[src/rtl/sup_pkg.sv]
package sup_pkg;
  localparam logic [3:0] IDX_PULLUP = 4'h0;
  localparam logic [3:0] IDX_HOLD   = 4'h1;
  localparam logic [3:0] IDX_SHD0   = 4'h2;
  localparam logic [3:0] IDX_PD0    = 4'h4;
  localparam logic [3:0] IDX_LEVEL  = 4'h8;
  localparam logic [3:0] IDX_CFG    = 4'h9;
  localparam logic [3:0] IDX_SCR0   = 4'hA;

  localparam int unsigned NUM_IO  = 4;
  localparam int unsigned NUM_SHD = 2;
  localparam int unsigned NUM_SCR = 6;

  localparam int unsigned CFG_VOL   = 3;
  localparam int unsigned CFG_SWRST = 4;

  function automatic int unsigned max2(input int unsigned a, input int unsigned b);
    return (a > b) ? a : b;
  endfunction
endpackage

[src/rtl/sup_rst_timer.sv]
module sup_rst_timer #(
  parameter int unsigned DLY0  = 16,
  parameter int unsigned DLY1  = 64,
  parameter int unsigned DLY2  = 256,
  parameter int unsigned DLY3  = 1024,
  parameter int unsigned CNT_W = 11
) (
  input  logic       clk,
  input  logic       rst_n,
  input  logic       por_i,
  input  logic       trip_i,
  input  logic       swrst_i,
  input  logic [1:0] code_i,
  output logic       rst_act_o
);
  logic             cause;
  logic [CNT_W-1:0] cnt_q;

  function automatic logic [CNT_W-1:0] hold_len(input logic [1:0] c);
    case (c)
      2'd0:    return CNT_W'(DLY0);
      2'd1:    return CNT_W'(DLY1);
      2'd2:    return CNT_W'(DLY2);
      default: return CNT_W'(DLY3);
    endcase
  endfunction

  assign cause = por_i | trip_i | swrst_i;

  always_ff @(posedge clk or negedge rst_n) begin
    if (!rst_n)              cnt_q <= '0;
    else if (cause)          cnt_q <= hold_len(code_i);
    else if (cnt_q != '0)    cnt_q <= cnt_q - 1'b1;
  end

  assign rst_act_o = cause | (cnt_q != '0);

  AST_HOLD_COUNTDOWN: assert property (@(posedge clk) disable iff (!rst_n)
    (!cause && cnt_q != '0) |=> (cnt_q == CNT_W'($past(cnt_q) - 1'b1)));
endmodule

[src/rtl/sup_shadow.sv]
module sup_shadow #(
  parameter int unsigned NSHD = 2,
  parameter int unsigned DW   = 8
) (
  input  logic                     clk,
  input  logic                     rst_n,
  input  logic                     por_i,
  input  logic                     vol_mode_i,
  input  logic [NSHD-1:0]          wr_sel_i,
  input  logic [DW-1:0]            wdata_i,
  output logic [NSHD-1:0][DW-1:0]  work_o
);
  logic [NSHD-1:0][DW-1:0] work_q;
  logic [NSHD-1:0][DW-1:0] pers_q;

  for (genvar g = 0; g < NSHD; g++) begin : g_byte
    always_ff @(posedge clk or negedge rst_n) begin
      if (!rst_n)                          pers_q[g] <= '0;
      else if (wr_sel_i[g] && !vol_mode_i) pers_q[g] <= wdata_i;
    end

    always_ff @(posedge clk or negedge rst_n) begin
      if (!rst_n)           work_q[g] <= '0;
      else if (por_i)       work_q[g] <= pers_q[g];
      else if (wr_sel_i[g]) work_q[g] <= wdata_i;
    end
  end

  assign work_o = work_q;

  AST_PERSIST_FROZEN: assert property (@(posedge clk) disable iff (!rst_n)
    vol_mode_i |=> $stable(pers_q));
  AST_POR_RELOAD: assert property (@(posedge clk) disable iff (!rst_n)
    por_i |=> (work_q == $past(pers_q)));
endmodule

[src/rtl/sup_ctrl_bank.sv]
module sup_ctrl_bank
  import sup_pkg::*;
#(
  parameter logic [7:0]  BASE = 8'hF0,
  parameter int unsigned DLY0 = 16,
  parameter int unsigned DLY1 = 64,
  parameter int unsigned DLY2 = 256,
  parameter int unsigned DLY3 = 1024
) (
  input  logic       clk,
  input  logic       rst_n,
  input  logic       reg_wr_i,
  input  logic [7:0] reg_addr_i,
  input  logic [7:0] reg_wdata_i,
  output logic [7:0] reg_rdata_o,
  input  logic       por_i,
  input  logic       trip_i,
  input  logic [3:0] io_level_i,
  output logic [3:0] pullup_en_o,
  output logic [3:0] pulldown_on_o,
  output logic       rst_out_n
);
  localparam int unsigned MAXD  = max2(max2(DLY0, DLY1), max2(DLY2, DLY3));
  localparam int unsigned CNT_W = $clog2(MAXD + 1);

  logic        hit;
  logic [3:0]  idx;
  logic [15:0] wsel;

  logic [NUM_IO-1:0]        pullup_q;
  logic [1:0]               hold_q;
  logic                     vol_q;
  logic                     swrst_q;
  logic [NUM_IO-1:0]        pd_q;
  logic [NUM_SCR-1:0][7:0]  scr_q;
  logic [NUM_SHD-1:0][7:0]  shd_work;
  logic                     rst_act;
  logic [7:0]               cfg_view;

  assign hit  = (reg_addr_i[7:4] == BASE[7:4]);
  assign idx  = reg_addr_i[3:0];
  assign wsel = (reg_wr_i && hit) ? (16'd1 << idx) : 16'd0;

  always_ff @(posedge clk or negedge rst_n) begin
    if (!rst_n) begin
      pullup_q <= '0;
      hold_q   <= '0;
      vol_q    <= 1'b0;
    end else begin
      if (wsel[IDX_PULLUP]) pullup_q <= reg_wdata_i[NUM_IO-1:0];
      if (wsel[IDX_HOLD])   hold_q   <= reg_wdata_i[1:0];
      if (wsel[IDX_CFG])    vol_q    <= reg_wdata_i[CFG_VOL];
    end
  end

  // Self-clear takes priority: the request lives for exactly one cycle.
  always_ff @(posedge clk or negedge rst_n) begin
    if (!rst_n)                                  swrst_q <= 1'b0;
    else if (swrst_q && rst_act)                 swrst_q <= 1'b0;
    else if (wsel[IDX_CFG] && reg_wdata_i[CFG_SWRST]) swrst_q <= 1'b1;
  end

  for (genvar g = 0; g < NUM_IO; g++) begin : g_pd
    always_ff @(posedge clk or negedge rst_n) begin
      if (!rst_n)                  pd_q[g] <= 1'b1;
      else if (wsel[IDX_PD0 + g])  pd_q[g] <= reg_wdata_i[0];
    end
  end

  for (genvar g = 0; g < NUM_SCR; g++) begin : g_scr
    always_ff @(posedge clk or negedge rst_n) begin
      if (!rst_n)                  scr_q[g] <= '0;
      else if (wsel[IDX_SCR0 + g]) scr_q[g] <= reg_wdata_i;
    end
  end

  sup_shadow #(.NSHD(NUM_SHD), .DW(8)) shadow_i (
    .clk        (clk),
    .rst_n      (rst_n),
    .por_i      (por_i),
    .vol_mode_i (vol_q),
    .wr_sel_i   (wsel[IDX_SHD0 +: NUM_SHD]),
    .wdata_i    (reg_wdata_i),
    .work_o     (shd_work)
  );

  sup_rst_timer #(
    .DLY0(DLY0), .DLY1(DLY1), .DLY2(DLY2), .DLY3(DLY3), .CNT_W(CNT_W)
  ) timer_i (
    .clk       (clk),
    .rst_n     (rst_n),
    .por_i     (por_i),
    .trip_i    (trip_i),
    .swrst_i   (swrst_q),
    .code_i    (hold_q),
    .rst_act_o (rst_act)
  );

  assign cfg_view = {3'b000, swrst_q, vol_q, rst_act, trip_i, por_i};

  always_comb begin
    reg_rdata_o = '0;
    if (hit) begin
      case (idx)
        IDX_PULLUP:    reg_rdata_o = {4'b0, pullup_q};
        IDX_HOLD:      reg_rdata_o = {6'b0, hold_q};
        IDX_SHD0:      reg_rdata_o = shd_work[0];
        IDX_SHD0 + 1:  reg_rdata_o = shd_work[1];
        IDX_LEVEL:     reg_rdata_o = {4'b0, io_level_i};
        IDX_CFG:       reg_rdata_o = cfg_view;
        default: begin
          if (idx >= IDX_SCR0)
            reg_rdata_o = scr_q[3'(idx - IDX_SCR0)];
          else if (idx >= IDX_PD0 && idx < IDX_PD0 + 4'(NUM_IO))
            reg_rdata_o = {7'b0, pd_q[2'(idx - IDX_PD0)]};
        end
      endcase
    end
  end

  assign pullup_en_o   = pullup_q;
  assign pulldown_on_o = ~pd_q;
  assign rst_out_n     = ~rst_act;

  AST_SWRST_SELF_CLEAR: assert property (@(posedge clk) disable iff (!rst_n)
    swrst_q |=> !swrst_q);
  AST_SUPPLY_HOLDS_RST: assert property (@(posedge clk) disable iff (!rst_n)
    (por_i || trip_i) |-> !rst_out_n);
  AST_LEVEL_UPPER_ZERO: assert property (@(posedge clk) disable iff (!rst_n)
    (hit && idx == IDX_LEVEL) |-> (reg_rdata_o[7:4] == 4'b0));
  AST_MISS_READS_ZERO: assert property (@(posedge clk) disable iff (!rst_n)
    !hit |-> (reg_rdata_o == 8'h00));
endmodule

[config.mk]
export PLATFORM = sky130hd
export DESIGN_NAME = sup_ctrl_bank
export DESIGN_NICKNAME = d
export VERILOG_FILES = /design/src/rtl/sup_pkg.sv /design/src/rtl/sup_rst_timer.sv /design/src/rtl/sup_shadow.sv /design/src/rtl/sup_ctrl_bank.sv
export SDC_FILE = /design/constraint.sdc
export NUM_CORES = 1
export LEC_CHECK = 0
export BUFFER_PORTS_ARGS = -buffer_cell sky130_fd_sc_hd__clkbuf_2
export CORE_UTILIZATION = 60
export DETAILED_ROUTE_END_ITERATION = 10
export HOLD_SLACK_MARGIN = 0.02
export PLACE_DENSITY = 0.92
export REMOVE_ABC_BUFFERS = 1
export SYNTH_ARGS = -nofsm -noshare
export SYNTH_HDL_FRONTEND = slang
export SYNTH_HIERARCHICAL = 1
export SYNTH_SLANG_ARGS = --single-unit
[constraint.sdc]
create_clock -name clk -period 2.2 [get_ports clk]
set_input_delay 0.11 -clock clk [delete_from_list [all_inputs] [get_ports clk]]
set_output_delay 0.11 -clock clk [all_outputs]
set_load 0.005 [all_outputs]
==> impl_metrics.toml, run 1 <==
[run_status]
outcome = "completed"

[floorplan]
die_y_um = 94.5
die_w_um = 94.5
placementRows = 33
initial_core_util_pct = 62.2
pin_count = 42
core_region_area_sq_um = 8260
fp.dieArea_sq_um = 8930

[pwr]
clockPowerShare_pct = 31.2
p_switching_uw = 1030
pwr-share-comb_pct = 13.1
seq_power_share_pct = 55.7
finalPower_uw = 3690
power.leakage_uw = 0.00275
sw_frac_of_total_pct = 27.9
pwr_density_cell_nw_per_um2 = 636
internal_power_uw = 2660
ir_worst_vdd_v = 0.000419

[worst_setup_path]
largest_delay_contributor_family_on_the_critical_path = "simple AND/OR/NAND/NOR gates"
worstReg2RegStart = "timer_i/cnt_q[1]$_DFFE_PN0P_"
critical_path_buf_inv_count = 2
worstRegToRegCells = 7
end_kind = "register"
cp.required_ns = 2.50
reg2reg_setup_slack_ns = 0.08
critical_path_peak_fanout = 7
startpoint_type = "register"
critPathSlowestCell = "or4b_1"
worstPathCellList = "inv_2, ha_4, nor3b_4, buf_4, a311o_1, or4b_1, a21oi_2"
cp_data_arrival_time_ns = 2.42
critPathKind = "reg2reg"
r2r-end = "timer_i/cnt_q[9]$_DFFE_PN0P_"
timing.critical_path.slowest_cell_delay_ns = 0.55

[layout]
final_layout_net_count = 488
layout.cells.most_common = "dfrtp_1"
final-seq-area_sq_um = 2580
final_layout_size_suffix_gt1_share_pct = 41.0
layout-area-overhead-vs-synth_pct = 13.0
mostFrequentLayoutCells = "97 x dfrtp_1, 60 x mux2_2, 40 x clkbuf_2, 38 x mux2i_1, 28 x nand2_1"
num_antenna_cells = 0
filler_cell_count = 567
multi_input_comb_area_sq_um = 2450

[flow_run]
maxCapViolCount = 0

[clock_tree]
cts.path.max_buffers = 2
cts_tree = "yes"
cts-buffers-inserted = 9
tritoncts_num_sinks = 103
cts_htree_levels = 3
cts.clk_slew.worst_paths_ns = 0.10
cts.root.buffer_cell = "clkbuf_8"
clock_insertion_delay_worst_skew_ns = 0.38

[place]
buffer_ports.inserted = 41
globalplace.congestion = 0.830
post-place-ws_ns = 0.164
hpwl_um = 7580

[logic_synthesis]
netlist_instances = 408
yosys_register_bits = 103
synth.lib_cells_used.distinct = 47
synth_warnings = 6
synth-edff-count = 0
yosysSeqAreaShare_pct = 50.3
async_reset_ff_share_pct = 100
synth.avg_cell_area_sq_um = 12.6
syn-cell-area_sq_um = 5140
synth_top_flop_cell = "dfrtp_1"

[routing]
detailedRoute.firstIterationViolations = 315
antenna_left = 0
drc = 0
vias = 3547
vias_per_cell = 6.21
totalWireLength_um = 11200
wl_per_cell_um = 19.6
detailedRoute.firstPassIterationCount = 5

[timing]
max_freq_ghz = 0.473
final.setup.worst_slack_ns = 0.0836
drv_slew = 0
finalCriticalPeriod_ns = 2.12
relSlewSlack_pct = 55.5
worst-slew-pin-transition_ns = 0.661
skew_ns = 0.0102
setup-violations-final = 0
timing.setup.tns_ns = 0
report.final.hold_viol_count = 0
timing.final.crit_share_pct = 96.2

[global_route]
grt_antenna_before_repair = 0
grt_first_pass_wirelength_um = 17900
congestion_overflow_gr = 0
global_route.usage.total_pct = 27.1
grt_max_degree = 65
first_global_vias = 3489

[min_path]
holdPathEnd = "shadow_i/work_o[8]$_DFFE_PN0P_"
hold_depth = 2
worst_hold_path_type = "in2reg"
hp-start = "por_i"
[layer usage]
metal	part of all wire [%]	global-route usage [%]
met1	45	38.1
met2	49	43.3
met3	4.7	4.51
met5	0	0
met4	1.9	8.59
[stage by stage]
stage                     utilization (%)  instance area, sq um  instances  hold slack, ns
after CTS                            69.5                  5740        567          0.0362
after global routing                 70.3                  5800        571          0.0563
final                                70.3                  5800        571          0.0519
after detailed placement             66.4                  5490        549           0.115
after floorplan                         -                  5010        388          -0.186
after global placement               66.4                  5490        549           0.110
[cell families (layout without fill, tap and decap cells)]
| kind of cell | after synthesis | count (layout) | share of synthesized area [%] |
|---|---|---|---|
| and+or+nand+nor | 91 | 91 | 9.96 |
| AOI/OAI and AO/OA | 56 | 56 | 6.48 |
| muxes | 123 | 123 | 29.2 |
| adders and majority gates | 2 | 2 | 0.487 |
| xor gates and xnor gates | 2 | 2 | 0.341 |
| buffers and inverters | 31 | 89 | 3.26 |
| DFF | 103 | 103 | 50.3 |
[cell type report]
class                      instances  area share (%)
clock buffer                       9            2.14
clock inverter                     7            1.32
inverter                          11           0.712
multi-input combinational        274            42.2
sequential                       103            44.6
tap                              105            2.26
timing repair buffer              62            6.77
[power by group through the flow]
stage	Combinational, uW	Sequential, uW	Clock (uW)
6_report	484	2060	1150
5_1_grt	531	2070	1240
4_1_cts	464	2050	1170
3_5_place_dp	445	2080	0
3_3_place_gp	425	2080	0
2_1_floorplan	249	2070	0
[what timing repair did]
action	4_1_cts	5_1_grt
hold endpoints to repair	35	0
hold buffers	1	0
gates resized for setup	6	10
buffers inserted	1	4
setup endpoints to repair	2	3
pin swaps	0	5
[registers in the layout, indices dropped and copies added (netlist names)]
register,flops
shadow_i/pers_q,16
vol_q,1
swrst_q,1
shadow_i/work_o,16
hold_q,2
scr_q,48
pullup_en_o,4
pd_q,4
timer_i/cnt_q,11
[worst max path at each step]
stage,startpoint,to,cells past startpoint
floorplan,reg_addr_i[6],shadow_i/pers_q[10]$_DFFE_PN0P_,5
global placement,timer_i/cnt_q[0]$_DFFE_PN0P_,timer_i/cnt_q[9]$_DFFE_PN0P_,6
detailed placement,timer_i/cnt_q[0]$_DFFE_PN0P_,timer_i/cnt_q[9]$_DFFE_PN0P_,6
CTS,timer_i/cnt_q[4]$_DFFE_PN0P_,reg_rdata_o[2],6
global route,timer_i/cnt_q[6]$_DFFE_PN0P_,reg_rdata_o[2],6
finish,timer_i/cnt_q[1]$_DFFE_PN0P_,timer_i/cnt_q[9]$_DFFE_PN0P_,7
[synth_stat cells, types with 2 or more instances]
cell type  number  area, sq um
a211oi_1        3         22.5
a21oi_1        14         70.1
a31oi_1         2         12.5
and3_1          3         18.8
buf_1           2         7.51
buf_2           2         10.0
buf_4           3         22.5
buf_6           5         56.3
clkbuf_1        8         30.0
dfrtp_1        99         2480
dfstp_2         4          105
ha_1            2         25.0
inv_1          11         41.3
mux2_2         60          676
mux2_4         16          240
mux2i_1        38          380
mux4_2          9          203
nand2_1        29          109
nand2_2         3         18.8
nand2b_1        3         18.8
nand2b_4        2         27.5
nand3_1         7         35.0
nand3b_1        3         22.5
nand4_1         2         12.5
nor2_1          9         33.8
nor2b_1         3         18.8
nor3_1          7         35.0
nor4_1          4         25.0
o21ai_0        20          100
o22ai_1        10         62.6
o32a_1          2         20.0
or3_1           5         31.3
or3_2           2         15.0
or3b_2          2         17.5
xnor2_1         2         17.5
(Power assumes the default switching activity.)
==> inputs of run 2 (changes only) <==
--- a/config.mk
+++ b/config.mk
@@ -6,6 +6,7 @@
 export NUM_CORES = 1
 export LEC_CHECK = 0
 export BUFFER_PORTS_ARGS = -buffer_cell sky130_fd_sc_hd__clkbuf_2
+export CORE_MARGIN = 3
 export CORE_UTILIZATION = 60
 export DETAILED_ROUTE_END_ITERATION = 10
 export HOLD_SLACK_MARGIN = 0.02
==> run 2 against run 1 <==
Compared with the run above:
- critical path depth grew 1
- non-clock buffer count decreased by 1
- sequential power hardly changed
- sequential share of layout area grew 0.14 points
- combinational power up 1%
- clock skew unchanged
- critical endpoint is now reg_rdata_o[2]
==> impl_metrics.toml, run 2 (same netlist as run 1, synthesis figures left out) <==
[run_status]
outcome = "completed"

[pwr]
internal_power_uw = 2680
power.leakage_uw = 0.00275
pwr_density_cell_nw_per_um2 = 651
p_switching_uw = 1080
pwr-share-comb_pct = 13.1
clockPowerShare_pct = 32.2
seq_power_share_pct = 54.7
ir_worst_vdd_v = 0.000439
sw_frac_of_total_pct = 28.8

[global_route]
first_global_vias = 3764
congestion_overflow_gr = 0
most_heavily_used_metal_layer_in_global_routing = "met2"
gr_util_met3_pct = 6.37
grt_use_met2_pct = 42.7
global_route.usage.met1_pct = 35.1
grt_max_degree = 47
grt_antenna_before_repair = 0
global_route.usage.total_pct = 26.3
grt_first_pass_wirelength_um = 19800

[worst_setup_path]
largest_delay_contributor_family_on_the_critical_path = "simple AND/OR/NAND/NOR gates"
timing.critical_path.slowest_cell_delay_ns = 0.41
r2r-end = "timer_i/cnt_q[9]$_DFFE_PN0P_"
critPathKind = "reg2out"
end_kind = "output port"
worstRegToRegCells = 7
critical_path_peak_fanout = 4
critPathSlowestCell = "dfrtp_1"
critical_path_buf_inv_count = 2
worstSetupPathDepth = 8
startpoint_type = "register"
cp_data_arrival_time_ns = 2.03
worstReg2RegStart = "timer_i/cnt_q[1]$_DFFE_PN0P_"
cp.required_ns = 2.09
critical_path_origin = "timer_i/cnt_q[1]$_DFFE_PN0P_"
cp-endpoint = "reg_rdata_o[2]"
worstPathCellList = "inv_1, ha_4, nor3b_4, and3_4, nand2_2, a21oi_2, o22ai_1, clkbuf_2"
reg2reg_setup_slack_ns = 0.09

[routing]
vias = 3687
drc = 0
wl_per_cell_um = 21.5
totalWireLength_um = 12200
antenna_left = 0
detailedRoute.firstPassIterationCount = 5
vias_per_cell = 6.47
detailedRoute.firstIterationViolations = 259

[clock_tree]
cts.clk_slew.worst_paths_ns = 0.10
cts_htree_levels = 3
tritoncts_num_sinks = 103
cts_tree = "yes"
cts.root.buffer_cell = "clkbuf_8"
clock_insertion_delay_worst_skew_ns = 0.39
cts.path.max_buffers = 2
cts-buffers-inserted = 9

[floorplan]
die_y_um = 98.5
pin_count = 42
placementRows = 33
initial_core_util_pct = 62.2
die_w_um = 98.5
core_region_area_sq_um = 8260
fp.dieArea_sq_um = 9710

[layout]
finished_core_util_pct = 70.0
largest_register = "scr_q"
filler_cell_count = 558
postLayoutCellArea_sq_um = 5780
num_antenna_cells = 0
layout.cells.most_common = "dfrtp_1"
largest_register_ff_count = 48
final_layout_size_suffix_gt1_share_pct = 40.0
layout-area-overhead-vs-synth_pct = 12.5
final_layout_net_count = 487
mostFrequentLayoutCells = "99 x dfrtp_1, 60 x mux2_2, 40 x clkbuf_2, 38 x mux2i_1, 28 x nand2_1"

[timing]
worst-slew-pin-transition_ns = 0.578
drv_slew = 0
timing.final.crit_share_pct = 97.3
report.final.hold_viol_count = 0
timing.setup.tns_ns = 0
relSlewSlack_pct = 61.1
setup-violations-final = 0
max_freq_ghz = 0.467
skew_ns = 0.0102
finalCriticalPeriod_ns = 2.14

[flow_run]
maxCapViolCount = 0

[min_path]
worst_hold_path_type = "in2reg"

[place]
detailed_place.area_sq_um = 5490
hpwl_um = 8420
globalplace.congestion = 0.881
buffer_ports.inserted = 41
-- run 2: cell types whose count changed in the layout (fill, tap and decap cells not counted), sizes merged --
cell	previous run	this run
clkinv	5	2
inv	13	16
buf	21	20
-- run 2: worst min path at each step --
stage	startpoint	endpoint	slack, ns	depth (start not counted)
floorplan	rst_n	hold_q[0]$_DFFE_PN0P_	-0.19	0
global placement	rst_n	timer_i/cnt_q[7]$_DFFE_PN0P_	0.08	1
detailed placement	rst_n	timer_i/cnt_q[7]$_DFFE_PN0P_	0.09	1
CTS	por_i	shadow_i/work_o[8]$_DFFE_PN0P_	0.03	2
global route	por_i	shadow_i/work_o[8]$_DFFE_PN0P_	0.07	2
finish	por_i	shadow_i/work_o[8]$_DFFE_PN0P_	0.05	2
-- run 2: final cells by class --
type                       instances  area (sq um)  area share [%]
multi-input combinational        274          2450            42.4
clock buffer                       9           124            2.14
tap                              105           131            2.27
clock inverter                     7          78.8            1.36
inverter                          11          41.3           0.715
sequential                       103          2580            44.7
timing repair buffer              61           373            6.45
-- run 2: per-stage QoR --
stage	total power, uW	hold WS (ns)	setup WS [ns]	cells
after floorplan	2310	-0.186	0.216	388
after global placement	2510	0.0785	0.288	551
after detailed placement	2540	0.0920	0.187	551
after CTS	3750	0.0313	0.0192	569
after global routing	3900	0.0705	-0.00355	570
final	3760	0.0541	0.0598	570
-- run 2: repair_timing --
item | 4_1_cts | 5_1_grt
gates cloned | 0 | 0
endpoints found under the setup margin | 2 | 2
hold endpoints to repair | 32 | 0
hold buffers | 1 | 0
setup buffers | 1 | 1
gates resized for setup | 6 | 6
pin swaps | 0 | 3
-- run 2: power groups by stage --
stage | sequential, uW | clock, uW | combinational [uW]
floorplan | 2070 | 0 | 249
global route | 2070 | 1290 | 536
detailed placement | 2090 | 0 | 455
finish | 2060 | 1210 | 491
CTS | 2050 | 1220 | 476
global placement | 2080 | 0 | 431
-- run 2: layer usage --
layer | vias up | share of wire [%]
li1 | 1603 | -
met1 | 1851 | 43
met2 | 195 | 48
met3 | 38 | 6.9
met4 | 0 | 2.7
met5 | - | 0
-- run 2: worst register-to-register path, cell delays in order, from the launching register on --
cell	delay, ns
dfrtp_1	0.39
inv_1	0.09
ha_4	0.17
nor3b_4	0.15
buf_4	0.14
a311o_1	0.43
or4b_1	0.53
a21oi_1	0.15
